===== config.mk =====
export PLATFORM = sky130hd
export DESIGN_NAME = pkt_window_qual
export DESIGN_NICKNAME = d
export VERILOG_FILES = /design/src/rtl/pwq_pkg.sv /design/src/rtl/pwq_history.sv /design/src/rtl/pwq_counter.sv /design/src/rtl/pwq_decide.sv /design/src/rtl/pkt_window_qual.sv
export SDC_FILE = /design/constraint.sdc
export NUM_CORES = 1
export LEC_CHECK = 0
export ABC_AREA = 0
export BUFFER_PORTS_ARGS = -buffer_cell sky130_fd_sc_hd__buf_2
export CORE_ASPECT_RATIO = 1.75
export CORE_UTILIZATION = 60
export DETAILED_ROUTE_END_ITERATION = 6
export PLACE_DENSITY = 0.89
export SKIP_CTS_REPAIR_TIMING = 1
export SYNTH_ARGS = -nofsm -noshare
export SYNTH_HDL_FRONTEND = slang
export SYNTH_HIERARCHICAL = 1
export SYNTH_SLANG_ARGS = --single-unit

===== constraint.sdc =====
create_clock -name clk -period 3.6 [get_ports clk]
set_clock_uncertainty 0.1 [all_clocks]
set_input_delay 0.18 -clock clk [delete_from_list [all_inputs] [get_ports clk]]
set_output_delay 0.18 -clock clk [all_outputs]
set_load 0.02 [all_outputs]

===== src/rtl/pwq_pkg.sv =====
// Package: shared types and helpers for the packet window qualifier.
// Assumes nothing beyond the standard; pure declarations.
package pwq_pkg;

    // Tone system selected by the mode input (value is the pin level)
    typedef enum logic {
        TONE_16K = 1'b0,
        TONE_12K = 1'b1
    } tone_sys_e;

    // Larger of two sizes, used to size the shared history
    function automatic int unsigned larger(input int unsigned a, input int unsigned b);
        return (a > b) ? a : b;
    endfunction

endpackage


===== src/rtl/pwq_history.sv =====
// Module: pwq_history
// Shift register of packet verdict flags, newest in bit 0. Presents the
// flag that leaves the window of the currently selected tone system.
// Assumes WIN_12K and WIN_16K are both between 1 and DEPTH, and DEPTH >= 2.
module pwq_history #(
    parameter int unsigned DEPTH   = 24,
    parameter int unsigned WIN_12K = 18,
    parameter int unsigned WIN_16K = 24
) (
    input  logic clk,
    input  logic rst_n,
    input  logic clear,
    input  logic shift_en,
    input  logic bit_in,
    input  logic sel_12k,
    output logic leaving
);

    logic [DEPTH-1:0] hist_q;

    generate
        for (genvar i = 0; i < DEPTH; i++) begin : g_stage
            logic feed;
            if (i == 0) begin : g_head
                assign feed = bit_in;
            end else begin : g_tail
                assign feed = hist_q[i-1];
            end

            // One history stage: clear, shift or hold
            always_ff @(posedge clk) begin
                if (!rst_n || clear) begin
                    hist_q[i] <= 1'b0;
                end else if (shift_en) begin
                    hist_q[i] <= feed;
                end
            end
        end
    endgenerate

    // Oldest flag inside the selected window drops out on the next shift
    assign leaving = sel_12k ? hist_q[WIN_12K-1] : hist_q[WIN_16K-1];

endmodule


===== src/rtl/pwq_counter.sv =====
// Module: pwq_counter
// Running count of good flags in the window, kept incrementally:
// the incoming flag is added and the leaving flag is subtracted.
// Assumes the history and this count are cleared together.
module pwq_counter #(
    parameter int unsigned CNT_W = 5
) (
    input  logic             clk,
    input  logic             rst_n,
    input  logic             clear,
    input  logic             step_en,
    input  logic             add_bit,
    input  logic             sub_bit,
    output logic [CNT_W-1:0] cnt_q,
    output logic [CNT_W-1:0] cnt_next
);

    // Next count for an accepted packet
    always_comb begin
        cnt_next = cnt_q;
        if (add_bit && !sub_bit) begin
            cnt_next = cnt_q + CNT_W'(1);
        end else if (!add_bit && sub_bit) begin
            cnt_next = cnt_q - CNT_W'(1);
        end
    end

    // Count register: clear, step on packet, else hold
    always_ff @(posedge clk) begin
        if (!rst_n || clear) begin
            cnt_q <= '0;
        end else if (step_en) begin
            cnt_q <= cnt_next;
        end
    end

endmodule


===== src/rtl/pwq_decide.sv =====
// Module: pwq_decide
// Compares the post-update count against the threshold of the selected
// tone system and registers the active-low detect output.
// Assumes thresholds fit in CNT_W bits.
module pwq_decide #(
    parameter int unsigned CNT_W   = 5,
    parameter int unsigned THR_12K = 15,
    parameter int unsigned THR_16K = 20
) (
    input  logic             clk,
    input  logic             rst_n,
    input  logic             clear,
    input  logic             update,
    input  logic             sel_12k,
    input  logic [CNT_W-1:0] cnt_next,
    output logic             det_n
);

    localparam logic [CNT_W-1:0] LIM_12K = CNT_W'(THR_12K);
    localparam logic [CNT_W-1:0] LIM_16K = CNT_W'(THR_16K);

    logic [CNT_W-1:0] limit;
    logic             qualified;

    // Threshold for the active tone system
    assign limit     = sel_12k ? LIM_12K : LIM_16K;
    assign qualified = (cnt_next >= limit);

    // Output register: forced high on clear, re-decided on each packet
    always_ff @(posedge clk) begin
        if (!rst_n || clear) begin
            det_n <= 1'b1;
        end else if (update) begin
            det_n <= !qualified;
        end
    end

endmodule


===== src/rtl/pkt_window_qual.sv =====
// Module: pkt_window_qual (top)
// k-of-n qualifier over a sliding window of packet verdicts. The window
// length and threshold follow the tone system input; a change of system
// clears all history. Assumes pkt_stb is a single-cycle pulse per packet.
module pkt_window_qual #(
    parameter int unsigned WIN_12K = 18,
    parameter int unsigned THR_12K = 15,
    parameter int unsigned WIN_16K = 24,
    parameter int unsigned THR_16K = 20
) (
    input  logic clk,
    input  logic rst_n,
    input  logic sys_12k,
    input  logic pkt_stb,
    input  logic pkt_good,
    output logic det_n
);

    import pwq_pkg::*;

    localparam int unsigned DEPTH = larger(WIN_12K, WIN_16K);
    localparam int unsigned CNT_W = $clog2(DEPTH + 1);

    tone_sys_e        mode_q;
    logic             mode_chg;
    logic             accept;
    logic             sel_12k;
    logic             leaving;
    logic [CNT_W-1:0] count_q;
    logic [CNT_W-1:0] count_next;

    // Track the tone system seen last cycle; reset assumes 12 kHz default
    always_ff @(posedge clk) begin
        if (!rst_n) begin
            mode_q <= TONE_12K;
        end else begin
            mode_q <= tone_sys_e'(sys_12k);
        end
    end

    assign mode_chg = (sys_12k != logic'(mode_q));
    assign accept   = pkt_stb && !mode_chg;
    assign sel_12k  = (mode_q == TONE_12K);

    pwq_history #(
        .DEPTH   (DEPTH),
        .WIN_12K (WIN_12K),
        .WIN_16K (WIN_16K)
    ) u_hist (
        .clk      (clk),
        .rst_n    (rst_n),
        .clear    (mode_chg),
        .shift_en (accept),
        .bit_in   (pkt_good),
        .sel_12k  (sel_12k),
        .leaving  (leaving)
    );

    pwq_counter #(
        .CNT_W (CNT_W)
    ) u_cnt (
        .clk      (clk),
        .rst_n    (rst_n),
        .clear    (mode_chg),
        .step_en  (accept),
        .add_bit  (pkt_good),
        .sub_bit  (leaving),
        .cnt_q    (count_q),
        .cnt_next (count_next)
    );

    pwq_decide #(
        .CNT_W   (CNT_W),
        .THR_12K (THR_12K),
        .THR_16K (THR_16K)
    ) u_dec (
        .clk      (clk),
        .rst_n    (rst_n),
        .clear    (mode_chg),
        .update   (accept),
        .sel_12k  (sel_12k),
        .cnt_next (count_next),
        .det_n    (det_n)
    );

endmodule


==> impl_metrics.tcl, run 1 <==
set metrics [dict create \
    status "complete, but fails checks" \
    violations "negative hold slack" \
    holdWs_ps -1.95 \
    post-synth-top-area-cell "dfxtp_1" \
    cp-end-kind "register" \
    slew_violations 0 \
    rows 23 \
    hold_violations 1 \
    detail_route.iter0.violations 24 \
    tightest_slew_ps 806 \
    cts_root_buf "clkbuf_8" \
    max_freq_ghz 0.408 \
    num_vias 1053 \
    synth_most_common_cell "dfxtp_1" \
    async_flop_share_pct 0 \
    htreeDepth 2 \
    syn_nets 165 \
    finalPower_mw 0.757 \
    utilization_pct 69.6 \
    internal_power_mw 0.593 \
    cts_num_sinks 31 \
    routed_wl_um 2640 \
    antenna_found_initial 0 \
    antenna_cells 0 \
    grt_pass1_vias 983 \
    start_util_pct 65.4 \
    drv_cap 0 \
    p_per_area_mw_per_mm2 466 \
    viasPerCell 5.66 \
    stdcell_count 186 \
    leakage_nw 0.647 \
    setup_viol 0 \
    pwr-share-comb_pct 7.8 \
    critPathLaunchType "register" \
    fin_crit_ps 2450 \
    clockPowerShare_pct 46.2 \
    synth_cell_types 32 \
    synth.avg_cell_area_um2 9.90 \
    cts_buffers 5 \
    fin_crit_sh_pct 68.1 \
    ys_top_cells_by_count "dfxtp_1 (31), mux2i_1 (27), nor2_1 (25), nand2_1 (8), nand2b_1 (8)" \
    syn_to_final_growth_pct 6.49 \
    cts_tree "done" \
    drc 0 \
    wl_per_cell_um 14.2 \
    placed_cell_area_mm2 0.00151 \
    io_pins 6 \
    die-area_mm2 0.00275 \
    required_ps 3670 \
    gr-total-overflow 0 \
    synth_edf_count 0 \
    grt_setup_unrepaired "false" \
    clockBufferDepth 2 \
    ys.flop_type "dfxtp_1" \
    grt_pass1_wl_um 4240 \
    chipHeight_um 68.7 \
    routabilityCongestion 0.783 \
    seq_power_share_pct 46.0 \
    ys_ff_latch 31 \
    ys_seq_area_share_pct 40.7 \
    clk_latency_ps 280 \
    p_sw_share_pct 21.6 \
    relSlewSlack_pct 46.3 \
    dieWidth_um 40.1 \
    drive_gt1_share_pct 12.4 \
    path_clk_slew_ps 60 \
    worst-setup-path-type "register to register" \
    dp.final_hpwl_um 1790 \
    yosys-top-cells-area "dfxtp_1 (41%), mux2i_1 (18%), nor2_1 (6.2%)" \
    p_sw_mw 0.164 \
    track_usage_pct 23.9 \
    synth_cells 154 \
    vdd_ir_drop_max_mv 0.443 \
    core_area_mm2 0.00233 \
    tns_ps 0 \
    hold_class "primary input to register" \
    cp.arrival_ps 2520 \
    dp.cells 178 \
    grt_start_max_net_pins 30 \
    fin_nets 171 \
    ant_nets 0 \
    worst_slack_ps 1150 \
    fin_area_mm2 0.00162 \
    dpl_worst_slack_ps 1260 \
    syn_area_mm2 0.00152 \
    crit_path_max_fanout 8 \
    ys_warn_count 6 \
    synth_top_cell_area_share_pct 40.7 \
    drt-pass1-iter-count 4 \
    numPortBuffers 5 \
]
==> worst paths after layout <==
check	slack (ps)	cells past startpoint	from	end
worst max-delay path	1150	8	mode_q	u_dec/det_n
worst min-delay path	-2	2	rst_n	mode_q
worst max register to register	1150	8	mode_q	u_dec/det_n
worst min register to register	380	2	u_cnt/cnt_q[4]	u_cnt/cnt_q[4]
==> placed cells by master, fill, tap and decap left out, drive strengths merged, types with 2 or more instances in the layout <==
cell	n
nand3b	4
xor2	5
clkbuf	6
o22ai	3
nand3	2
mux2i	27
o21ai	2
nor2	25
nand2	8
or4b	2
buf	6
dfxtp	31
a21oi	2
inv	7
nor2b	4
nand2b	8
ha	6
==> layout make-up <==
| type | count | area [um2] |
|---|---|---|
| clock buffers | 6 | 82.6 |
| clock inverters | 2 | 35.0 |
| fillers | 168 | 708 |
| inverters | 7 | 26.3 |
| multi-input cells | 109 | 795 |
| flip-flops and latches | 31 | 621 |
| well taps | 25 | 31.3 |
| repair buffers | 6 | 32.5 |
==> flip-flops by register name, summed over array words and instances (netlist names) <==
register and cells:
u_dec/det_n 1, u_hist/g_stage.feed 23, u_cnt/cnt_q 5, u_hist/hist_q 1, mode_q 1
==> cell families (layout without fill, tap and decap cells) <==
kind of cell    count (synthesis)  in the layout  synth area share [%]
simple gates                   56             56                  18.6
xor+xnor                        6              6                  3.45
flops                          31             31                  40.7
compound gates                 13             13                  6.16
mux                            28             28                  18.5
buf+inv                        14             21                  7.64
fa+ha+maj                       6              6                  4.93
==> worst max-delay path: stages, from the launching register on <==
cell	delay, ps
dfxtp_1	430
mux2_2	430
nand3b_1	250
o22ai_1	260
xor2_1	100
ha_1	320
nand3_1	90
a311oi_1	270
o21ai_1	90
==> power by group through the flow <==
| stage | combinational [mW] | sequential [mW] | clock [mW] |
|---|---|---|---|
| after detailed placement | 0.0589 | 0.356 | 0 |
| final | 0.0589 | 0.348 | 0.349 |
| after CTS | 0.0593 | 0.348 | 0.360 |
| after floorplan | 0.0565 | 0.356 | 0 |
| after global routing | 0.0645 | 0.349 | 0.376 |
| after global placement | 0.0564 | 0.356 | 0 |
==> layer usage <==
layer	share of wire (%)	GRT usage [%]
met1	39	21.8
met2	55	42.7
met3	2.7	6.73
met4	2.8	15.5
met5	0	0
Note: power is estimated with default switching activity, not from simulation.
==> run 2, diff against run 1 <==
==> constraint.sdc (replaced) <==
create_clock -name clk -period 2.4 [get_ports clk]
set_clock_uncertainty 0.1 [all_clocks]
set_input_delay 0.12 -clock clk [delete_from_list [all_inputs] [get_ports clk]]
set_output_delay 0.12 -clock clk [all_outputs]
set_load 0.02 [all_outputs]
==> run 2 against run 1 <==
The flow now finishes without violations. Core utilization is 1.2 points higher. Register-to-register slack got worse by 1100 ps. Die area did not move. Sequential power up 50%. Via count increased by 3.1%. Clock power rose by 29%. Global-route usage decreased by 2.1 points. Worst hold slack gained 120 ps. Maximum frequency up 5.8%. Largest cell class unchanged. Largest power group is now registers.
==> impl_metrics.tcl, run 2 (same netlist as run 1, synthesis figures left out) <==
set metrics [dict create \
    status "finished clean" \
    core_area_mm2 0.00233 \
    grt_setup_unrepaired "false" \
    htreeDepth 2 \
    numPortBuffers 5 \
    setup_viol 0 \
    path_clk_slew_ps 60 \
    drive_gt1_share_pct 13.9 \
    required_ps 2460 \
    ant_nets 0 \
    rows 23 \
    num_vias 1086 \
    hold_class "primary input to register" \
    dpl_worst_slack_ps 125 \
    die-area_mm2 0.00275 \
    critPathLaunchType "register" \
    tightest_slew_ps 611 \
    relSlewSlack_pct 59.2 \
    p_per_area_mw_per_mm2 645 \
    slew_violations 0 \
    routed_wl_um 2710 \
    cp-end-kind "register" \
    hold_violations 0 \
    start_util_pct 65.4 \
    worst-path-buf-inv 0 \
    cts_buffers 5 \
    grt_pass1_vias 968 \
    crit_path_max_fanout 8 \
    drt-pass1-iter-count 4 \
    finalPower_mw 1.07 \
    final_cell_mix "dfxtp_1 (31), mux2i_1 (27), nor2_1 (24), nand2b_1 (8), nand2_1 (8)" \
    cp.arrival_ps 2380 \
    vdd_ir_drop_max_mv 0.575 \
    path_cells "mux2_2 > or4b_4 > o22ai_2 > xor2_1 > ha_1 > nand3_1 > a311oi_1 > o21ai_1" \
    syn_to_final_growth_pct 8.37 \
    stdcell_count 191 \
    detail_route.iter0.violations 21 \
    drv_cap 0 \
    clk_latency_ps 280 \
    grt_start_max_net_pins 28 \
    leakage_nw 0.658 \
    viasPerCell 5.69 \
    fin_crit_ps 2320 \
    fin_crit_sh_pct 96.7 \
    dp.cells 181 \
    worst_slack_ps 80.3 \
    cts_root_buf "clkbuf_8" \
    wl_per_cell_um 14.2 \
    slowest_stage "or4b_4" \
    antenna_cells 0 \
    grt_pass1_wl_um 4030 \
    tns_ps 0 \
    cts_tree "done" \
    routabilityCongestion 0.837 \
    drc 0 \
    gr-total-overflow 0 \
    largest_reg_flops 23 \
    clockBufferDepth 2 \
    cp_top_family "simple AND/OR/NAND/NOR gates" \
    slowest_delay_ps 480 \
    cts_num_sinks 31 \
    layout_commonest_cell "dfxtp_1" \
    dieWidth_um 40.1 \
    antenna_found_initial 0 \
    dp.final_hpwl_um 1910 \
    chipHeight_um 68.7 \
    worst-setup-path-type "register to register" \
    track_usage_pct 21.9 \
    max_freq_ghz 0.431 \
    fin_nets 176 \
    io_pins 6 \
]
[run 2: cell types whose count changed in the layout (fill, tap and decap cells not counted)]
cell / previous run / this run
buf_4: 1 / 4
dlygate4sd3_1: 0 / 2
clkinvlp_4: 0 / 1
clkinv_2: 1 / 0
clkbuf_8: 6 / 7
bufinv_16: 1 / 0
[run 2: worst paths after layout]
check,start,slack [ps],cells after the start,to
worst max-delay path,mode_q,80,8,u_dec/det_n
worst min-delay path,pkt_good,120,3,u_hist/g_stage[1].feed
worst max register to register,mode_q,80,8,u_dec/det_n
worst min register to register,u_hist/g_stage[14].feed,400,2,u_hist/g_stage[14].feed
[run 2: power breakdown]
group	total, mW	internal (mW)	switching [mW]	leakage, nW
registers	0.521	0.518	0.00338	0.250
logic	0.0951	0.0405	0.0546	0.357
clock network	0.449	0.260	0.189	0.0505
[run 2: cell type report]
cell class / instances / area [um2]
Clock buffer: 7 / 96.3
Clock inverter: 1 / 7.51
Fill cell: 162 / 679
Inverter: 7 / 26.3
Multi-Input combinational cell: 109 / 795
Sequential cell: 31 / 621
Tap cell: 25 / 31.3
Timing Repair Buffer: 11 / 75.1
[run 2: worst reg2reg max path: stages (launching register included)]
cell and delay, ps:
dfxtp_1 320, mux2_2 310, or4b_4 480, o22ai_2 140, xor2_1 110, ha_1 300, nand3_1 70, a311oi_1 270
o21ai_1 100
[run 2: metal layers]
| layer | track usage, % | up-vias | part of all wire (%) | wire length, um |
|---|---|---|---|---|
| met2 | 38.5 | 19 | 55 | 1480 |
| met4 | 13.4 | 0 | 3.9 | 106 |
| met5 | 0 | - | 0 | 0 |
| met3 | 6.09 | 12 | 3.4 | 91 |
| met1 | 20.9 | 511 | 38 | 1030 |
| li1 | - | 544 | - | - |
[run 2: metrics by stage]
step                utilization [%]  area [um2]  hold WS [ps]
finish                         70.9        1650           119
global route                   70.9        1650           144
CTS                            70.0        1630         -33.5
detailed placement             65.5        1530           259
global placement               65.5        1530           241
floorplan                         -        1520          93.0
==> run 3, diff against run 2 <==
--- a/config.mk
+++ b/config.mk
@@ -7,7 +7,7 @@
 export LEC_CHECK = 0
 export ABC_AREA = 0
 export BUFFER_PORTS_ARGS = -buffer_cell sky130_fd_sc_hd__buf_2
-export CORE_ASPECT_RATIO = 1.75
+export CORE_ASPECT_RATIO = 0.8
 export CORE_UTILIZATION = 60
 export DETAILED_ROUTE_END_ITERATION = 6
 export PLACE_DENSITY = 0.89
==> run 3 against run 2 <==
Flip-flop and latch count unchanged. Sequential power hardly changed. Clock power down 23%. Via count shrank 4.0%. Power down 9.8%. Core utilization grew 1.0 points. Final area down 1.1%. Worst hold slack got worse by 46 ps. Non-clock buffer count stayed put. Largest cell class unchanged. Highest routed layer unchanged.
==> impl_metrics.tcl, run 3 (same netlist as run 1, synthesis figures left out) <==
set metrics [dict create \
    cts_tree "done" \
    final_cell_mix "dfxtp_1 (30), mux2i_1 (27), nor2_1 (24), nand2b_1 (8), nand2_1 (8)" \
    routed_wl_um 2650 \
    drt-pass1-iter-count 4 \
    grt_start_max_net_pins 25 \
    finalPower_mw 0.961 \
    num_vias 1043 \
    relSlewSlack_pct 62.8 \
    antenna_cells 0 \
    fill_cells 145 \
    hold_violations 0 \
    worst-path-buf-inv 0 \
    gr-total-overflow 0 \
    grt_pass1_vias 977 \
    drc 0 \
    cts_root_buf "clkbuf_4" \
    largest_reg_flops 23 \
    tightest_slew_ps 557 \
    dieWidth_um 58.3 \
    routabilityCongestion 0.843 \
    fin_nets 176 \
    tns_ps 0 \
    clk_latency_ps 320 \
    critPathLaunchType "register" \
    cts_num_sinks 31 \
    htreeDepth 2 \
    vdd_ir_drop_max_mv 0.552 \
    start_util_pct 67.1 \
    worst-setup-path-type "register to register" \
    fin_crit_sh_pct 98.0 \
    crit_path_max_fanout 8 \
    clockBufferDepth 2 \
    slowest_delay_ps 420 \
    leakage_nw 0.644 \
    required_ps 2510 \
    layout_commonest_cell "dfxtp_1" \
    fin_crit_ps 2350 \
    track_usage_pct 22.4 \
    chipHeight_um 47.1 \
    viasPerCell 5.22 \
    cp-end-kind "register" \
    path_clk_slew_ps 90 \
    drive_gt1_share_pct 14.5 \
    detail_route.iter0.violations 35 \
    slew_violations 0 \
    cp.arrival_ps 2470 \
    cts_buffers 5 \
    cp_top_family "compound AO/OA/AOI/OAI gates" \
    grt_pass1_wl_um 4380 \
    rows 15 \
    status "finished clean" \
    syn_to_final_growth_pct 7.14 \
    io_pins 6 \
    path_cells "mux2_2 > nand3b_1 > o22ai_1 > xor2_1 > ha_1 > nand3_1 > a311oi_1 > o21ai_1" \
    slowest_stage "mux2_2" \
    ant_nets 0 \
    core_area_mm2 0.00227 \
    dp.final_hpwl_um 1850 \
    drv_cap 0 \
    die-area_mm2 0.00275 \
    setup_viol 0 \
    antenna_found_initial 0 \
    hold_class "primary input to register" \
    wl_per_cell_um 13.3 \
    p_per_area_mw_per_mm2 589 \
    max_freq_ghz 0.425 \
    numPortBuffers 5 \
]
-- run 3: area by class of cell --
type	instances	area, um2	area share (%)
multi-input combinational	109	795	48.7
sequential	31	622	38.1
timing repair buffer	11	75.1	4.60
clock buffer	7	65.1	3.98
tap	34	42.5	2.61
inverter	7	26.3	1.61
clock inverter	1	7.51	0.460
-- run 3: worst register-to-register path: cells and delay by family (launching register included) --
kind | cells | cell delay [ps]
AO/OA/AOI/OAI | 3 | 580
XOR/XNOR | 1 | 100
adder cells (fa/ha/maj) | 1 | 320
flip-flops | 1 | 410
multiplexers | 1 | 420
AND/OR/NAND/NOR | 2 | 320
-- run 3: metal layers --
layer | global-route usage (%) | part of all wire, % | up-vias
met4 | 12.9 | 1.4 | 0
met2 | 37.9 | 48 | 11
met5 | 0 | 0 | -
li1 | - | - | 542
met1 | 26.3 | 47 | 484
met3 | 6.34 | 3.2 | 6
-- run 3: path summary, 6_finish.rpt --
path / start / endpoint / slack (ps) / depth (start not counted)
setup / recovery: mode_q / u_dec/det_n / 50 / 8
hold / removal: pkt_good / u_hist/g_stage[1].feed / 70 / 3
setup reg to reg: mode_q / u_dec/det_n / 50 / 8
hold reg to reg: u_cnt/cnt_q[4] / u_cnt/cnt_q[4] / 400 / 2
-- run 3: power breakdown --
group	switching (mW)	internal [mW]	total, mW	leakage, nW
registers	0.00472	0.518	0.522	0.250
logic	0.0540	0.0397	0.0937	0.357
clock network	0.174	0.171	0.345	0.0375
-- run 3: per-stage QoR --
stage,hold slack (ps),util (%),instance area [um2],cells,worst slack (ps)
2_1_floorplan,93.0,-,1520,154,227
3_3_place_gp,226,67.4,1530,189,152
3_5_place_dp,247,67.4,1530,189,5.99
4_1_cts,-93.9,70.6,1600,197,-4.52
5_1_grt,77.1,71.9,1630,200,-6.54
6_report,72.8,71.9,1630,200,47.1
